--- src/rtl/pm_wake_pkg.sv ---
package pm_wake_pkg;
  localparam int unsigned PWR_W    = 2;
  localparam int unsigned REG_W    = 8;
  localparam int unsigned NUM_EVT  = 2;
  localparam int unsigned SYNC_LEN = 2;

  localparam logic [PWR_W-1:0] PWR_D0 = '0;

  // register bit positions
  localparam int unsigned BIT_OUT_EN   = 0;
  localparam int unsigned BIT_PAT_EN   = 1;
  localparam int unsigned BIT_LINK_EN  = 2;
  localparam int unsigned BIT_EVT_BASE = 4;

  // event indices
  localparam int unsigned EVT_PAT  = 0;
  localparam int unsigned EVT_LINK = 1;

  typedef struct packed {
    logic link_en;
    logic pat_en;
    logic out_en;
  } wake_cfg_t;
endpackage

--- src/rtl/pm_wake_sync.sv ---
module pm_wake_sync #(
  parameter int unsigned STAGES  = 2,
  parameter logic        RST_VAL = 1'b0
) (
  input  logic clk_i,
  input  logic rst_ni,
  input  logic d_i,
  output logic q_o
);
  logic [STAGES-1:0] stg_q;

  always_ff @(posedge clk_i or negedge rst_ni) begin
    if (!rst_ni) stg_q <= {STAGES{RST_VAL}};
    else         stg_q <= {stg_q[STAGES-2:0], d_i};
  end

  assign q_o = stg_q[STAGES-1];
endmodule

--- src/rtl/pm_wake_link_watch.sv ---
module pm_wake_link_watch (
  input  logic clk_i,
  input  logic rst_ni,
  input  logic link_s_i,
  input  logic arm_i,
  input  logic disarm_i,
  input  logic low_pwr_i,
  output logic hit_o,
  output logic armed_o
);
  logic armed_q, ref_q;

  assign hit_o   = armed_q & low_pwr_i & (link_s_i ^ ref_q);
  assign armed_o = armed_q;

  always_ff @(posedge clk_i or negedge rst_ni) begin
    if (!rst_ni) begin
      armed_q <= 1'b0;
      ref_q   <= 1'b0;
    end else if (disarm_i) begin
      armed_q <= 1'b0;
    end else if (arm_i) begin
      armed_q <= 1'b1;
      ref_q   <= link_s_i;
    end else if (hit_o) begin
      armed_q <= 1'b0;
    end
  end

  p_disarm_r5: assert property (@(posedge clk_i) disable iff (!rst_ni)
    disarm_i |=> !armed_q);
  p_arm_r4: assert property (@(posedge clk_i) disable iff (!rst_ni)
    (arm_i && !disarm_i) |=> (armed_q && ref_q == $past(link_s_i)));
  p_one_shot_r4: assert property (@(posedge clk_i) disable iff (!rst_ni)
    (hit_o && !arm_i) |=> !armed_q);
endmodule

--- src/rtl/pm_wake_status.sv ---
module pm_wake_status #(
  parameter int unsigned N = 2
) (
  input  logic         clk_i,
  input  logic         rst_ni,
  input  logic [N-1:0] set_i,
  input  logic [N-1:0] clr_i,
  output logic [N-1:0] evt_o
);
  logic [N-1:0] evt_q;

  for (genvar i = 0; i < N; i++) begin : g_evt
    always_ff @(posedge clk_i or negedge rst_ni) begin
      if (!rst_ni)       evt_q[i] <= 1'b0;
      else if (set_i[i]) evt_q[i] <= 1'b1;  // set beats clear
      else if (clr_i[i]) evt_q[i] <= 1'b0;
    end

    p_w1c_r8: assert property (@(posedge clk_i) disable iff (!rst_ni)
      (clr_i[i] && !set_i[i]) |=> !evt_q[i]);
    p_sticky_r10: assert property (@(posedge clk_i) disable iff (!rst_ni)
      (evt_q[i] && !clr_i[i]) |=> evt_q[i]);
    p_set_wins_r8: assert property (@(posedge clk_i) disable iff (!rst_ni)
      set_i[i] |=> evt_q[i]);
  end

  assign evt_o = evt_q;
endmodule

--- src/rtl/pm_wake_ctrl.sv ---
module pm_wake_ctrl
  import pm_wake_pkg::*;
#(
  parameter int unsigned P_W    = PWR_W,
  parameter int unsigned R_W    = REG_W,
  parameter int unsigned N_SYNC = SYNC_LEN
) (
  input  logic           clk_i,
  input  logic           rst_ni,
  input  logic           wr_en_i,
  input  logic [R_W-1:0] wr_data_i,
  output logic [R_W-1:0] rd_data_o,
  input  logic [P_W-1:0] pwr_state_i,
  input  logic           link_ok_i,
  input  logic           pattern_hit_i,
  output logic           wake_no
);
  localparam logic [P_W-1:0] D0 = P_W'(PWR_D0);

  wake_cfg_t        cfg_q;
  logic [P_W-1:0]   pwr_prev_q;
  logic             low_pwr, d0_entry, arm, disarm;
  logic             link_s, link_hit, link_armed;
  logic [NUM_EVT-1:0] evt_set, evt_clr, evt, evt_en;

  assign low_pwr  = pwr_state_i != D0;
  assign d0_entry = !low_pwr && (pwr_prev_q != D0);
  assign arm      = wr_en_i &&  wr_data_i[BIT_LINK_EN];
  assign disarm   = d0_entry || (wr_en_i && !wr_data_i[BIT_LINK_EN]);

  always_ff @(posedge clk_i or negedge rst_ni) begin
    if (!rst_ni) begin
      cfg_q      <= '0;
      pwr_prev_q <= D0;
    end else begin
      pwr_prev_q <= pwr_state_i;
      if (wr_en_i) begin
        cfg_q.out_en  <= wr_data_i[BIT_OUT_EN];
        cfg_q.pat_en  <= wr_data_i[BIT_PAT_EN];
        cfg_q.link_en <= wr_data_i[BIT_LINK_EN];
      end
    end
  end

  pm_wake_sync #(.STAGES(N_SYNC), .RST_VAL(1'b0)) i_link_sync (
    .clk_i (clk_i),
    .rst_ni(rst_ni),
    .d_i   (link_ok_i),
    .q_o   (link_s)
  );

  pm_wake_link_watch i_link_watch (
    .clk_i    (clk_i),
    .rst_ni   (rst_ni),
    .link_s_i (link_s),
    .arm_i    (arm),
    .disarm_i (disarm),
    .low_pwr_i(low_pwr),
    .hit_o    (link_hit),
    .armed_o  (link_armed)
  );

  always_comb begin
    evt_set           = '0;
    evt_set[EVT_PAT]  = pattern_hit_i && cfg_q.pat_en && low_pwr;
    evt_set[EVT_LINK] = link_hit;
    evt_en            = '0;
    evt_en[EVT_PAT]   = cfg_q.pat_en;
    evt_en[EVT_LINK]  = cfg_q.link_en;
    for (int i = 0; i < NUM_EVT; i++)
      evt_clr[i] = wr_en_i && wr_data_i[BIT_EVT_BASE+i];
  end

  pm_wake_status #(.N(NUM_EVT)) i_status (
    .clk_i (clk_i),
    .rst_ni(rst_ni),
    .set_i (evt_set),
    .clr_i (evt_clr),
    .evt_o (evt)
  );

  always_comb begin
    rd_data_o              = '0;
    rd_data_o[BIT_OUT_EN]  = cfg_q.out_en;
    rd_data_o[BIT_PAT_EN]  = cfg_q.pat_en;
    rd_data_o[BIT_LINK_EN] = cfg_q.link_en;
    for (int i = 0; i < NUM_EVT; i++)
      rd_data_o[BIT_EVT_BASE+i] = evt[i];
  end

  assign wake_no = !(cfg_q.out_en && |(evt & evt_en));

  for (genvar i = 0; i < NUM_EVT; i++) begin : g_chk
    p_evt_only_low_r7: assert property (@(posedge clk_i) disable iff (!rst_ni)
      $rose(evt[i]) |-> $past(low_pwr));
  end

  p_pattern_gate_r6: assert property (@(posedge clk_i) disable iff (!rst_ni)
    $rose(evt[EVT_PAT]) |-> $past(pattern_hit_i && cfg_q.pat_en));
  p_link_needs_arm_r4: assert property (@(posedge clk_i) disable iff (!rst_ni)
    $rose(evt[EVT_LINK]) |-> $past(link_armed));
  p_wake_hold_r9: assert property (@(posedge clk_i) disable iff (!rst_ni)
    (!wake_no && !wr_en_i) |=> !wake_no);
  p_d0_keeps_r10: assert property (@(posedge clk_i) disable iff (!rst_ni)
    (d0_entry && !wr_en_i) |=> $stable(evt));
endmodule

--- config.mk ---
export PLATFORM = sky130hd
export DESIGN_NAME = pm_wake_ctrl
export DESIGN_NICKNAME = d
export VERILOG_FILES = /design/src/rtl/pm_wake_pkg.sv /design/src/rtl/pm_wake_sync.sv /design/src/rtl/pm_wake_link_watch.sv /design/src/rtl/pm_wake_status.sv /design/src/rtl/pm_wake_ctrl.sv
export SDC_FILE = /design/constraint.sdc
export NUM_CORES = 1
export LEC_CHECK = 0
export BUFFER_PORTS_ARGS = -buffer_cell sky130_fd_sc_hd__buf_2
export CAP_MARGIN = 20
export CORE_AREA = 2 2 39 41
export CTS_CLUSTER_DIAMETER = 30
export DETAILED_ROUTE_END_ITERATION = 16
export DIE_AREA = 0 0 41 43
export PLACE_DENSITY = 0.73
export REMOVE_ABC_BUFFERS = 1
export SLEW_MARGIN = 5
export SYNTH_ARGS = -nofsm -noshare
export SYNTH_HDL_FRONTEND = slang
export SYNTH_HIERARCHICAL = 1
export SYNTH_SLANG_ARGS = --single-unit
--- constraint.sdc ---
create_clock -name clk_i -period 1.26 [get_ports clk_i]
set_input_delay 0.063 -clock clk_i [delete_from_list [all_inputs] [get_ports clk_i]]
set_output_delay 0.063 -clock clk_i [all_outputs]
set_load 0.01 [all_outputs]
==> flow_summary.json, run 1 <==
{
  "clkPwrFrac": 0.288,
  "antenna_found_initial": 0,
  "n_antenna_cell": 0,
  "hold_viol_final": 0,
  "min_path_type": "input port to flip-flop",
  "power_density_nw_per_um2": 1270,
  "p_int_uw": 596,
  "grt_max_degree": 12,
  "critPathMaxFanout": 2,
  "syn_area_per_cell_sq_um": 12.0,
  "n_fill_cell": 145,
  "fp.dieArea_sq_um": 1760,
  "grt_use_total": 0.119,
  "path_clk_slew_ns": 0.06,
  "async_flop_share": 1.00,
  "yosysMostFrequentCell": "dfrtp_1",
  "maxCapViolations": 0,
  "drc": 0,
  "yosys.area.top_type": "dfrtp_1",
  "overflow": 0,
  "dpl.hpwl_um": 599,
  "synth_edf_count": 0,
  "cts_buffer_depth": 2,
  "yosys-top-cells-area": "dfrtp_1 (59%), mux2_2 (7.2%), buf_4 (4.8%)",
  "area_growth_pct": 33.5,
  "clock.fmax_mhz": 874,
  "drive_gt1_frac": 0.429,
  "synthFlopType": "dfrtp_1",
  "p_seq_frac": 0.527,
  "first_pass_iters": 1,
  "synth-xor-area-share": 0.0188,
  "gp_congestion": 0.763,
  "rows": 14,
  "p_comb_frac": 0.186,
  "worstHoldEndpoint": "rd_data_o[1]",
  "peakVddDrop_mv": 0.604,
  "synth-simple-area-share": 0.129,
  "critPathKind": "flip-flop to flip-flop",
  "cts_inserted_buffers": 3,
  "period_share": 0.908,
  "p_switching_uw": 196,
  "drv_slew": 0,
  "switching_share": 0.247,
  "clk_latency_ns": 0.26,
  "ys_ff_latch": 11,
  "routed_wl_um": 800,
  "start_kind": "flip-flop",
  "synthAdderAreaFrac": 0,
  "synth.distinct_cells": 19,
  "wire_per_inst_um": 10.1,
  "start_util": 0.337,
  "die_x_um": 41,
  "r2r-end": "i_link_watch/ref_q",
  "synth-compound-area-share": 0.102,
  "fin_ws_ns": 0.116,
  "synth_common_cells": "dfrtp_1 (11), inv_1 (4), buf_4 (3), mux2_2 (3)",
  "p_leak_nw": 0.329,
  "finalClockSkew_ns": 0.000875,
  "place_ws_ns": 0.122,
  "final_nets": 79,
  "vias_per_cell": 4.34,
  "grt_pass1_vias": 322,
  "syn_area_sq_um": 467,
  "crit_arrival_ns": 1.29,
  "synth_top_family_by_area": "simple AND/OR/NAND/NOR gates",
  "reg2regPathDepth": 4,
  "worstHoldStart": "wr_data_i[1]",
  "clockRootBuffer": "clkbuf_4",
  "pin_count": 24,
  "tritoncts": "done",
  "synthCells": 39,
  "rsz0062_at_grt": "false",
  "status": "complete, no violations",
  "yosysSeqAreaShare": 0.590,
  "h-tree-depth": 1,
  "holdPathStages": 2,
  "r2r_start": "pwr_prev_q[1]",
  "fin_setup_tns_ns": 0,
  "die_h_um": 43,
  "cts.sinks": 11,
  "port_buffers": 17,
  "crit_start": "pwr_prev_q[1]",
  "r2r_slack_ns": 0.12,
  "yosysWarningCount": 6,
  "synth_top_cell_area_share": 0.590,
  "required_ns": 1.41,
  "final.min_clock_period_ns": 1.14,
  "finalPower_uw": 791,
  "crit_path_end_kind": "flip-flop",
  "core_area_sq_um": 1380,
  "vias": 343,
  "ant_nets": 0,
  "muxShareOfSynthArea": 0.0724,
  "grt_pass1_wl_um": 1280,
  "setup-violations-final": 0,
  "post_cts_resized": 0,
  "drt-initial-drc-count": 0
}
==> critical path, cell delays in order (launching register included) <==
cell	delay [ns]
dfrtp_1	0.36
nor2_1	0.11
o22ai_1	0.09
nor2b_1	0.13
mux2_2	0.34
==> final cells by class <==
type | count | area, sq um | share of cell area
Clock buffer | 4 | 26.3 | 0.0422
Inverter | 4 | 15.0 | 0.0241
Multi-Input combinational cell | 23 | 161 | 0.259
Sequential cell | 11 | 275 | 0.442
Tap cell | 16 | 20.0 | 0.0321
Timing Repair Buffer | 21 | 125 | 0.201
==> how the worst max path moves through the flow <==
stage / to / slack [ns] / depth (start not counted)
final: i_link_watch/ref_q / 0.12 / 4
after global routing: wake_no / 0.08 / 3
after CTS: i_link_watch/ref_q / 0.11 / 4
after detailed placement: i_link_watch/ref_q / 0.12 / 4
after global placement: i_link_watch/ref_q / 0.13 / 4
after floorplan: i_link_watch/ref_q / 0.19 / 4
==> per-stage QoR <==
step | cell area [sq um] | std cells | util | hold slack (ns)
CTS | 623 | 79 | 0.450 | 0.0294
floorplan | 452 | 38 | - | -0.233
global placement | 557 | 71 | 0.402 | -0.0613
finish | 623 | 79 | 0.450 | 0.0391
detailed placement | 557 | 71 | 0.402 | -0.0602
global route | 623 | 79 | 0.450 | 0.0351
==> power by group through the flow <==
stage / Sequential, mW / Combinational [mW] / Clock, mW
3_3_place_gp: 0.423 / 0.136 / 0
6_report: 0.417 / 0.147 / 0.228
5_1_grt: 0.423 / 0.166 / 0.257
2_1_floorplan: 0.432 / 0.0679 / 0
4_1_cts: 0.417 / 0.149 / 0.243
3_5_place_dp: 0.424 / 0.140 / 0
==> per-layer routing <==
metal	part of all wire	GRT usage
met1	0.41	0.110
met2	0.51	0.178
met3	0.065	0.0471
met4	0.019	0.120
met5	0	0
==> cells in the final DEF (no fill, tap or decap), types with 2 or more instances in the layout <==
cell type       n
conb_1          3
mux2_2          3
clkbuf_4        3
nor2_1          2
dlygate4sd3_1   4
dfrtp_1        11
and2_1          2
buf_2          17
a21o_1          2
inv_1           4
==> state kept, by name, indices dropped and copies added (netlist names) <==
signal,flops
i_link_sync/stg_q,2
i_link_watch/armed_o,1
i_link_watch/ref_q,1
i_status/evt_o,2
pwr_prev_q,2
rd_data_o,3
==> timing repair <==
action	4_1_cts	5_1_grt
buffers inserted	0	0
hold endpoints to repair	14	0
hold buffers	4	0
==> cells by family after synthesis <==
group | Yosys count
AOI/OAI and AO/OA | 6
xor gates and xnor gates | 1
buffers and inverters | 7
DFF | 11
muxes | 3
other | 1
and+or+nand+nor | 10
Note: power is estimated with default switching activity, not from simulation.
==> inputs of run 2 (changes only) <==
- RECOVER_POWER: unset -> 100
==> run 2 against run 1 <==
  * First-iteration DRC count unchanged
  * Setup slack worse by 0.0089 ns
  * Largest cell class unchanged
  * Utilization down 0.72 points
  * Combinational power down 5%
  * Sequential cell count unchanged
  * Total power down 0.79%
  * Die area unchanged
  * Sequential power about the same
==> flow_summary.json, run 2 (same netlist as run 1, synthesis figures left out) <==
{
  "grt_max_degree": 12,
  "p_leak_nw": 0.307,
  "drv_slew": 0,
  "power_density_nw_per_um2": 1280,
  "start_kind": "flip-flop",
  "cts.sinks": 11,
  "min_path_type": "input port to flip-flop",
  "crit_path_end_kind": "output port",
  "pin_count": 24,
  "vias": 343,
  "critPathKind": "flip-flop to output port",
  "wire_per_inst_um": 10.3,
  "final_util": 0.443,
  "ant_nets": 0,
  "dpl.hpwl_um": 599,
  "rows": 14,
  "start_util": 0.337,
  "grt_pass1_vias": 322,
  "vias_per_cell": 4.34,
  "die_h_um": 43,
  "largest_reg_flops": 3,
  "n_antenna_cell": 0,
  "maxCapViolations": 0,
  "tritoncts": "done",
  "tightest_slew_ns": 0.568,
  "multi_input_area_sq_um": 161,
  "grt_pass1_wl_um": 1280,
  "first_pass_iters": 1,
  "mostFrequentLayoutCells": "dfrtp_1 (11), clkbuf_1 (9), buf_2 (9)",
  "holdWs_ns": 0.0391,
  "period_share": 0.915,
  "cts_inserted_buffers": 3,
  "h-tree-depth": 1,
  "mostFrequentLayoutCell": "dfrtp_1",
  "n_fill_cell": 151,
  "overflow": 0,
  "reg2regPathDepth": 4,
  "setup-violations-final": 0,
  "routed_wl_um": 813,
  "finalPower_uw": 785,
  "fin_setup_tns_ns": 0,
  "holdPathStages": 2,
  "status": "complete, no violations",
  "grt_use_total": 0.119,
  "postCtsSetupBuffers": 0,
  "finalClockSkew_ns": 0.000805,
  "post_cts_resized": 0,
  "path_clk_slew_ns": 0.06,
  "cts_buffer_depth": 2,
  "final.min_clock_period_ns": 1.15,
  "peakVddDrop_mv": 0.601,
  "seq_area_sq_um": 275,
  "required_ns": 1.20,
  "ctsHoldBuffers": 4,
  "fp.dieArea_sq_um": 1760,
  "gp_congestion": 0.763,
  "rsz0062_at_grt": "false",
  "drt-initial-drc-count": 0,
  "r2r_slack_ns": 0.12,
  "clk_latency_ns": 0.26,
  "hold_viol_final": 0,
  "core_area_sq_um": 1380,
  "area_growth_pct": 31.4,
  "drive_gt1_frac": 0.302,
  "critPathMaxFanout": 3,
  "clock.fmax_mhz": 867,
  "port_buffers": 17,
  "crit_arrival_ns": 1.09,
  "drc": 0,
  "slew-limit-headroom": 0.621,
  "final_nets": 79,
  "clockRootBuffer": "clkbuf_4",
  "antenna_found_initial": 0,
  "die_x_um": 41
}
run 2: cell count changes in the layout (fill, tap and decap cells not counted):
cell,previous run,this run
buf_2,17,9
clkbuf_1,1,9
run 2: power by group:
group	switching, mW	internal (mW)
clock	0.105	0.122
sequential	0.0258	0.392
combinational	0.0662	0.0733
run 2: per-stage QoR:
step,std cells,setup slack [ns],area [sq um]
2_1_floorplan,38,0.194,452
3_3_place_gp,71,0.135,557
3_5_place_dp,71,0.122,557
4_1_cts,79,0.113,623
5_1_grt,79,0.0415,613
6_report,79,0.107,613
run 2: path summary, 6_finish.rpt:
path / start / to
hold reg to reg: i_link_sync/stg_q[0] / i_link_sync/stg_q[1]
setup / recovery: i_status/evt_o[0] / wake_no
setup reg to reg: pwr_prev_q[1] / i_link_watch/ref_q
hold / removal: wr_data_i[1] / rd_data_o[1]
min in group asynchronous: rst_ni / rd_data_o[2]
max in group asynchronous: rst_ni / pwr_prev_q[1]
run 2: worst max-delay path, cell delays in order (launching register included):
cell	delay, ns
dfrtp_1	0.40
a22o_1	0.23
nand2_1	0.06
clkbuf_1	0.14
run 2: area by class of cell:
class                           count  area share
Multi-Input combinational cell     23       0.263
Timing Repair Buffer               21       0.188
Sequential cell                    11       0.449
Tap cell                           16      0.0327
Inverter                            4      0.0245
Clock buffer                        4      0.0429
run 2: routing by layer:
layer / up-vias / part of all wire / global-route usage
met2: 15 / 0.50 / 0.178
met4: 0 / 0.018 / 0.120
met1: 156 / 0.42 / 0.110
met3: 2 / 0.065 / 0.0471
met5: - / 0 / 0
li1: 170 / - / -
